==> config.mk <==
export PLATFORM = sky130hd
export DESIGN_NAME = flash_id_read_mux
export DESIGN_NICKNAME = d
export VERILOG_FILES = /design/src/rtl/fr_pkg.sv /design/src/rtl/fr_cap_rom.sv /design/src/rtl/fr_fold.sv /design/src/rtl/flash_id_read_mux.sv
export SDC_FILE = /design/constraint.sdc
export NUM_CORES = 1
export LEC_CHECK = 0
export BUFFER_PORTS_ARGS = -buffer_cell sky130_fd_sc_hd__buf_2
export CAP_MARGIN = 10
export CORE_AREA = 2 2 72 60
export CTS_BUF_LIST = sky130_fd_sc_hd__clkbuf_4 sky130_fd_sc_hd__clkbuf_8
export CTS_CLUSTER_DIAMETER = 100
export DETAILED_ROUTE_END_ITERATION = 8
export DIE_AREA = 0 0 74 62
export PLACE_DENSITY = 0.81
export SLEW_MARGIN = 20
export SYNTH_ARGS = -nofsm -noshare
export SYNTH_HDL_FRONTEND = slang
export SYNTH_SLANG_ARGS = --single-unit
==> constraint.sdc <==
create_clock -name clk -period 0.8 [get_ports clk]
set_input_delay 0.24 -clock clk [delete_from_list [all_inputs] [get_ports clk]]
set_output_delay 0.24 -clock clk [all_outputs]
set_load 0.02 [all_outputs]
==> src/rtl/fr_pkg.sv <==
package fr_pkg;
  localparam logic [2:0] MODE_ARRAY = 3'd0;
  localparam logic [2:0] MODE_IDENT = 3'd1;
  localparam logic [2:0] MODE_QUERY = 3'd2;
  localparam logic [2:0] MODE_STAT  = 3'd3;
  localparam logic [2:0] MODE_XSTAT = 3'd4;

  localparam logic [1:0] LOCK_SLOT  = 2'd2;

  // constant identifier / capability table, 64 entries, unlisted = 0
  function automatic logic [7:0] cap_table(input logic [5:0] ent);
    logic [7:0] v;
    case (ent)
      6'h00: v = 8'hB0;  6'h01: v = 8'hD0;  6'h03: v = 8'h02;
      6'h10: v = 8'h51;  6'h11: v = 8'h52;  6'h12: v = 8'h59;
      6'h13: v = 8'h01;  6'h15: v = 8'h31;
      6'h1B: v = 8'h30;  6'h1C: v = 8'h55;  6'h1D: v = 8'h30;
      6'h1E: v = 8'h55;  6'h1F: v = 8'h03;  6'h20: v = 8'h06;
      6'h21: v = 8'h0A;  6'h22: v = 8'h0F;
      6'h23, 6'h24, 6'h25, 6'h26: v = 8'h04;
      6'h27: v = 8'h15;  6'h28: v = 8'h02;  6'h2A: v = 8'h05;
      6'h2C: v = 8'h01;  6'h2D: v = 8'h1F;  6'h30: v = 8'h01;
      6'h31: v = 8'h50;  6'h32: v = 8'h52;  6'h33: v = 8'h49;
      6'h34: v = 8'h31;  6'h35: v = 8'h30;  6'h36: v = 8'h0F;
      6'h3A: v = 8'h01;  6'h3B: v = 8'h03;
      6'h3D: v = 8'h50;  6'h3E: v = 8'h50;
      default: v = 8'h00;
    endcase
    return v;
  endfunction
endpackage

==> src/rtl/fr_cap_rom.sv <==
module fr_cap_rom (
  input  logic [5:0] ent,
  output logic [7:0] val
);
  import fr_pkg::*;

  always_comb begin
    val = cap_table(ent);
  end
endmodule

==> src/rtl/fr_fold.sv <==
module fr_fold (
  input  logic [2:0] mode,
  input  logic [6:0] low7,
  input  logic       lock_bit,
  input  logic [7:0] status,
  input  logic [7:0] ext_status,
  input  logic [7:0] arr_data,
  output logic [7:0] sel_data
);
  import fr_pkg::*;

  logic [5:0] rom_ent;
  logic [7:0] rom_val;
  logic       id_lock_slot;
  logic       q_lock_slot;
  logic       q_hole;
  logic       id_far;

  // identifier mode repeats every 4 entries, query mode every 64
  always_comb begin
    rom_ent = (mode == MODE_IDENT) ? {4'd0, low7[1:0]} : low7[5:0];
  end

  fr_cap_rom u_rom (
    .ent (rom_ent),
    .val (rom_val)
  );

  always_comb begin
    id_lock_slot = (low7[1:0] == LOCK_SLOT);
    q_lock_slot  = (low7 == {5'd0, LOCK_SLOT});
    q_hole       = (low7[6:4] == 3'b100);
    id_far       = (low7[4:2] != 3'd0);
  end

  always_comb begin
    case (mode)
      MODE_ARRAY: sel_data = arr_data;
      MODE_IDENT: begin
        if (id_lock_slot) sel_data = {6'd0, id_far, lock_bit};
        else              sel_data = rom_val;
      end
      MODE_QUERY: begin
        if (q_lock_slot)  sel_data = {7'd0, lock_bit};
        else if (q_hole)  sel_data = 8'h00;
        else              sel_data = rom_val;
      end
      MODE_STAT:  sel_data = status;
      MODE_XSTAT: sel_data = ext_status;
      default:    sel_data = 8'h00;
    endcase
  end
endmodule

==> src/rtl/flash_id_read_mux.sv <==
module flash_id_read_mux #(
  parameter int ADDR_W    = 21,
  parameter int BLK_SHIFT = 15,
  localparam int IDX_W    = ADDR_W - 1,
  localparam int BLK_W    = IDX_W - BLK_SHIFT,
  localparam int NBLK     = 1 << BLK_W
) (
  input  logic              clk,
  input  logic              rst_n,
  input  logic [2:0]        rd_mode,
  input  logic [ADDR_W-1:0] addr,
  input  logic [7:0]        status,
  input  logic [7:0]        ext_status,
  input  logic [NBLK-1:0]   lock_bits,
  input  logic [7:0]        arr_data,
  output logic [IDX_W-1:0]  arr_idx,
  output logic [7:0]        rd_data
);
  import fr_pkg::*;

  logic [IDX_W-1:0] idx;
  logic [BLK_W-1:0] blk;
  logic             lock_bit;
  logic [7:0]       rd_next;
  logic [7:0]       rd_q;

  always_comb begin
    idx      = addr[ADDR_W-1:1];
    blk      = idx[IDX_W-1:BLK_SHIFT];
    lock_bit = lock_bits[blk];
    arr_idx  = idx;
  end

  fr_fold u_fold (
    .mode       (rd_mode),
    .low7       (idx[6:0]),
    .lock_bit   (lock_bit),
    .status     (status),
    .ext_status (ext_status),
    .arr_data   (arr_data),
    .sel_data   (rd_next)
  );

  always_ff @(posedge clk or negedge rst_n) begin
    if (!rst_n) rd_q <= 8'h00;
    else        rd_q <= rd_next;
  end

  assign rd_data = rd_q;

  a_r3_array_pass: assert property (@(posedge clk) disable iff (!rst_n)
    (rd_mode == MODE_ARRAY) |=> (rd_data == $past(arr_data)));

  a_r9_status_any_addr: assert property (@(posedge clk) disable iff (!rst_n)
    (rd_mode == MODE_STAT) |=> (rd_data == $past(status)));

  a_r10_xstatus_any_addr: assert property (@(posedge clk) disable iff (!rst_n)
    (rd_mode == MODE_XSTAT) |=> (rd_data == $past(ext_status)));

  a_r7_query_hole_zero: assert property (@(posedge clk) disable iff (!rst_n)
    (rd_mode == MODE_QUERY && addr[7:5] == 3'b100) |=> (rd_data == 8'h00));

  a_r5_ident_lock_upper_clear: assert property (@(posedge clk) disable iff (!rst_n)
    (rd_mode == MODE_IDENT && addr[2:1] == 2'd2) |=>
      (rd_data[7:2] == 6'd0 && rd_data[0] == $past(lock_bit)));

  a_r11_unused_mode_zero: assert property (@(posedge clk) disable iff (!rst_n)
    (rd_mode > MODE_XSTAT) |=> (rd_data == 8'h00));
endmodule

==> impl_metrics.tcl, run 1 <==
set metrics [dict create \
    die_h_um 62 \
    final_cell_mix "66 x buf_2, 49 x buf_4, 30 x buf_6" \
    h-tree-depth 1 \
    power_leakage_nw 1.38 \
    path_cells "buf_8 -> clkinvlp_4 -> buf_6 -> ha_4 -> a211oi_2 -> a21oi_2 -> nor4_2 -> or4_1" \
    synth_seq_cells 8 \
    cts_buffer_depth 2 \
    seq_area_frac_synth_pct 12.4 \
    worstSetupStartpointType "input port" \
    vias_per_cell 5.76 \
    holdWs_ps 233 \
    finalCritPeriodShare_pct 194 \
    grt_pass1_vias 1982 \
    cap_violations 0 \
    die_area_um2 4590 \
    grt_first_pass_wirelength_um 9180 \
    netlist_instances 208 \
    total_power_mw 2.51 \
    yosysWarningCount 0 \
    worstPathRequired_ps 890 \
    synthArstFlopShare_pct 100 \
    drt-total-wl_um 6790 \
    cpMaxStageDelayCell "or4_1" \
    synthFlopType "dfrtp_1" \
    synth_nets 297 \
    outcome "complete, but fails checks" \
    placed_cell_area_um2 2420 \
    initial_core_util_pct 40.6 \
    final.setup.worst_slack_ps -751 \
    gp_congestion 0.947 \
    fmax_ghz 0.645 \
    rsz0062_at_grt "true" \
    cp.arrival_ps 1640 \
    cts_tree "done" \
    drtIter0Drc 233 \
    maxSlewHeadroom_pct 76.5 \
    postLayoutCoreUtil_pct 74.3 \
    violations "negative setup slack" \
    avgSynthCellArea_um2 7.75 \
    yosysUniqueCellTypes 51 \
    layout-drive-gt1-share_pct 60.8 \
    fin_cells 389 \
    coreArea_um2 3970 \
    cts-root-buf "clkbuf_8" \
    worst-path-max-fanout 5 \
    peakVddDrop_v 0.000533 \
    setup_tns_ps -6620 \
    period_minus_slack_ps 1550 \
    drc_errors 0 \
    ant_nets 0 \
    slew_violations 0 \
    die_w_um 74 \
    critical_path_buf_inv_count 3 \
    antenna_cells 0 \
    path_clk_slew_ps 40 \
    placed_cells 380 \
    powerDensity_nw_per_um2 850 \
    antenna_found_initial 0 \
    setup_viol 22 \
    routedWlPerCell_um 17.4 \
    cp_slowest_stage_delay_ps 520 \
    layout_commonest_cell "buf_2" \
    synth_area_um2 1610 \
    area_delta_synth_final_pct 83.0 \
    largest_register_ff_count 8 \
    io_pins 110 \
    fin_nets 423 \
    postLayoutCellArea_um2 2950 \
    synth-edff-count 0 \
    final_hold_viol_count 0 \
    via_count 2240 \
    drtPass1Iterations 5 \
    place_hpwl_um 4550 \
    worst_slew_pin_slew_ps 346 \
    crit_type "in2reg" \
    grt_overflow_total 0 \
    portBuffers 92 \
    cts-buffers-inserted 3 \
    end_kind "flop" \
    cp_top_family "simple AND/OR/NAND/NOR gates" \
    grt_max_degree 13 \
    grtUsageTotal_pct 26.0 \
    dp_slack_ps -1050 \
    holdCritPathClass "in2reg" \
    numClockSinks 8 \
    rows 21 \
]
[cell families after synthesis]
group,count (synthesis),share of synthesized area [%]
fa+ha+maj,7,5.43
flops,8,12.4
xor+xnor,1,0.544
mux,20,15.5
simple gates,67,23.1
compound gates,63,27.0
buf+inv,42,16.0
[Yosys cell counts, drive strengths merged (4+ instances only)]
library cell / instances / area share, %
a41oi: 4 / 2.2
nand2: 21 / 4.9
a211oi: 4 / 1.9
nand2b: 10 / 3.9
inv: 7 / 1.6
mux2i: 16 / 9.9
o21ai: 10 / 3.1
ha: 7 / 5.4
dfrtp: 8 / 12
a21oi: 13 / 4.0
a31oi: 7 / 2.7
clkbuf: 7 / 1.7
nor2: 11 / 2.7
mux4: 4 / 5.6
o211ai: 4 / 1.9
buf: 28 / 13
o221ai: 5 / 2.7
[timing repair]
item / 4_1_cts / 5_1_grt
hold buffers: 1 / 0
endpoints found under the hold margin: 8 / 0
buffers inserted: 4 / 1
pin swaps: 24 / 19
endpoints found under the setup margin: 24 / 24
resized for setup: 84 / 26
[report_power, final]
| group | switching, mW | internal (mW) | total, mW |
|---|---|---|---|
| clock | 0.148 | 0.325 | 0.474 |
| sequential | 0.0179 | 0.444 | 0.461 |
| combinational | 0.739 | 0.832 | 1.57 |
| total | 0.905 | 1.60 | 2.51 |
[metal layers]
layer / vias to the layer above / wire [um] / part of all wire (%) / track usage, %
met3: 43 / 637 / 9.4 / 2.10
met4: 0 / 264 / 3.9 / 8.05
met5: - / 0 / 0 / 0
met1: 1013 / 2660 / 39 / 34.3
li1: 1020 / - / - / -
met2: 164 / 3220 / 47 / 45.8
[layout make-up]
cell class	count	area [um2]
clock buffer	3	41.3
fill	264	1020
inverter	7	32.5
multi-input combinational	158	1380
sequential	8	200
tap	57	71.3
timing repair buffer	156	1230
[path summary, 6_finish.rpt]
| kind | from | endpoint | slack, ps | cells after the start |
|---|---|---|---|---|
| min | status[3] | rd_data[3]$_DFF_PN0_ | 230 | 3 |
| max in group asynchronous | rst_n | rd_data[4]$_DFF_PN0_ | 250 | 2 |
| max | addr[1] | rd_data[0]$_DFF_PN0_ | -750 | 8 |
| min in group asynchronous | rst_n | rd_data[3]$_DFF_PN0_ | 390 | 2 |
No activity file was read; power rests on OpenSTA's default activity.
==> run 2, diff against run 1 <==
--- a/config.mk
+++ b/config.mk
@@ -7,12 +7,11 @@
 export LEC_CHECK = 0
 export BUFFER_PORTS_ARGS = -buffer_cell sky130_fd_sc_hd__buf_2
 export CAP_MARGIN = 10
-export CORE_AREA = 2 2 72 60
+export CORE_AREA = 2 2 85 71
 export CTS_BUF_LIST = sky130_fd_sc_hd__clkbuf_4 sky130_fd_sc_hd__clkbuf_8
 export CTS_CLUSTER_DIAMETER = 100
 export DETAILED_ROUTE_END_ITERATION = 8
-export DIE_AREA = 0 0 74 62
-export PLACE_DENSITY = 0.81
+export DIE_AREA = 0 0 87 73
 export SLEW_MARGIN = 20
 export SYNTH_ARGS = -nofsm -noshare
 export SYNTH_HDL_FRONTEND = slang
==> run 2 against run 1 <==
Net effect:
- the run still ends with negative setup slack left
- clock-buffer cell count is the same
- sequential share of layout area about the same
- global-route usage is 7.5 points lower
- first-iteration DRC count shrank 26%
- maximum frequency rose by 1.4%
- largest power group unchanged
==> impl_metrics.tcl, run 2 (synthesis gave the netlist of run 1 again) <==
set metrics [dict create \
    end_kind "flop" \
    final_hold_viol_count 0 \
    drt-total-wl_um 5970 \
    drc_errors 0 \
    cts-buffers-inserted 3 \
    period_minus_slack_ps 1530 \
    cap_violations 0 \
    p_sw_mw 0.850 \
    grt_overflow_total 0 \
    pwr-share-seq_pct 18.8 \
    p_clk_share_pct 20.1 \
    min-delay-start "status[2]" \
    placed_cells 383 \
    ant_nets 0 \
    cts-root-buf "clkbuf_8" \
    gp_congestion 0.916 \
    cp.arrival_ps 1630 \
    powerDensity_nw_per_um2 835 \
    layout-drive-gt1-share_pct 57.6 \
    antenna_found_initial 0 \
    maxSlewHeadroom_pct 77.4 \
    postLayoutCoreUtil_pct 52.3 \
    p_int_mw 1.60 \
    grt_pass1_vias 2026 \
    numClockSinks 8 \
    swShare_pct 34.7 \
    grtUsageTotal_pct 18.5 \
    slew_violations 0 \
    rows 25 \
    outcome "complete, but fails checks" \
    vias_per_cell 5.20 \
    h-tree-depth 1 \
    worstPathRequired_ps 900 \
    worst-path-max-fanout 5 \
    holdCritPathClass "in2reg" \
    die_area_um2 6350 \
    grt_first_pass_wirelength_um 9510 \
    layout_commonest_cell "buf_2" \
    peakVddDrop_v 0.000378 \
    largest_register_ff_count 8 \
    grt_max_degree 16 \
    place_hpwl_um 4660 \
    final.setup.worst_slack_ps -730 \
    finalCritPeriodShare_pct 191 \
    worst_slew_pin_slew_ps 335 \
    antenna_cells 0 \
    power_leakage_nw 1.37 \
    setup_viol 23 \
    cp-startpoint "addr[16]" \
    routedWlPerCell_um 15.0 \
    fin_nets 421 \
    via_count 2066 \
    drtIter0Drc 172 \
    die_w_um 87 \
    fmax_ghz 0.654 \
    p_comb_share_pct 61.1 \
    initial_core_util_pct 28.8 \
    fill_cells 496 \
    final_cell_mix "62 x buf_2, 41 x buf_4, 33 x buf_6" \
    cts_buffer_depth 2 \
    area_delta_synth_final_pct 81.8 \
    whs_endpoint "rd_data[2]$_DFF_PN0_" \
    holdPathStages 3 \
    crit_type "in2reg" \
    coreArea_um2 5600 \
    die_h_um 73 \
    portBuffers 92 \
    rsz0062_at_grt "true" \
    total_power_mw 2.45 \
    drtPass1Iterations 4 \
    fin_cells 397 \
    cts_tree "done" \
    io_pins 110 \
    worstSetupStartpointType "input port" \
    path_clk_slew_ps 40 \
    violations "negative setup slack" \
]
==> run 2: routing by layer <==
metal | up-vias | wire length [um] | GRT usage, %
met5 | - | 0 | 0
met4 | 0 | 85 | 4.69
met3 | 13 | 305 | 2.38
met2 | 81 | 2830 | 30.9
met1 | 957 | 2750 | 25.2
li1 | 1015 | - | -
==> run 2: area by class of cell <==
| type | count | area [um2] | share of cell area [%] |
|---|---|---|---|
| sequential | 8 | 200 | 6.83 |
| multi-input combinational | 158 | 1300 | 44.3 |
| clock buffer | 3 | 41.3 | 1.41 |
| inverter | 7 | 32.5 | 1.11 |
| timing repair buffer | 154 | 1270 | 43.5 |
| tap | 67 | 83.8 | 2.86 |
==> run 2: through the flow <==
| step | TNS [ps] | setup WS [ps] | hold WS, ps | area, um2 |
|---|---|---|---|---|
| CTS | -6690 | -708 | 222 | 2850 |
| floorplan | -4830 | -827 | -55.6 | 1710 |
| global placement | -8390 | -1010 | 88.7 | 2370 |
| detailed placement | -8480 | -1050 | 89.6 | 2370 |
| finish | -6680 | -730 | 223 | 2930 |
| global route | -7270 | -743 | 242 | 2930 |
==> run 2: power groups by stage <==
| stage | Combinational (mW) | Sequential, mW | Clock [mW] |
|---|---|---|---|
| floorplan | 0.682 | 0.507 | 0 |
| global placement | 1.17 | 0.457 | 0 |
| detailed placement | 1.18 | 0.456 | 0 |
| CTS | 1.44 | 0.460 | 0.494 |
| global route | 1.60 | 0.463 | 0.523 |
| finish | 1.49 | 0.460 | 0.490 |
==> run 2: timing repair <==
action,4_1_cts,5_1_grt
endpoints found under the hold margin,8,0
gates resized for setup,100,13
setup endpoints to repair,26,25
buffers inserted,6,4
pin swaps,13,13
cloned,1,0
hold buffers,1,0
==> run 2: worst max path at each step <==
stage	slack [ps]	to	cells past startpoint
5_1_grt	-740	rd_data[0]$_DFF_PN0_	7
3_5_place_dp	-1050	rd_data[0]$_DFF_PN0_	6
2_1_floorplan	-830	rd_data[0]$_DFF_PN0_	5
3_3_place_gp	-1010	rd_data[0]$_DFF_PN0_	6
4_1_cts	-710	rd_data[0]$_DFF_PN0_	7
6_report	-730	rd_data[0]$_DFF_PN0_	6
==> run 2: worst max-delay path, stage by stage <==
cell and delay (ps):
buf_12 90, mux4_2 480, nand2b_1 150, nand4b_1 100
a41oi_1 130, or4_1 430
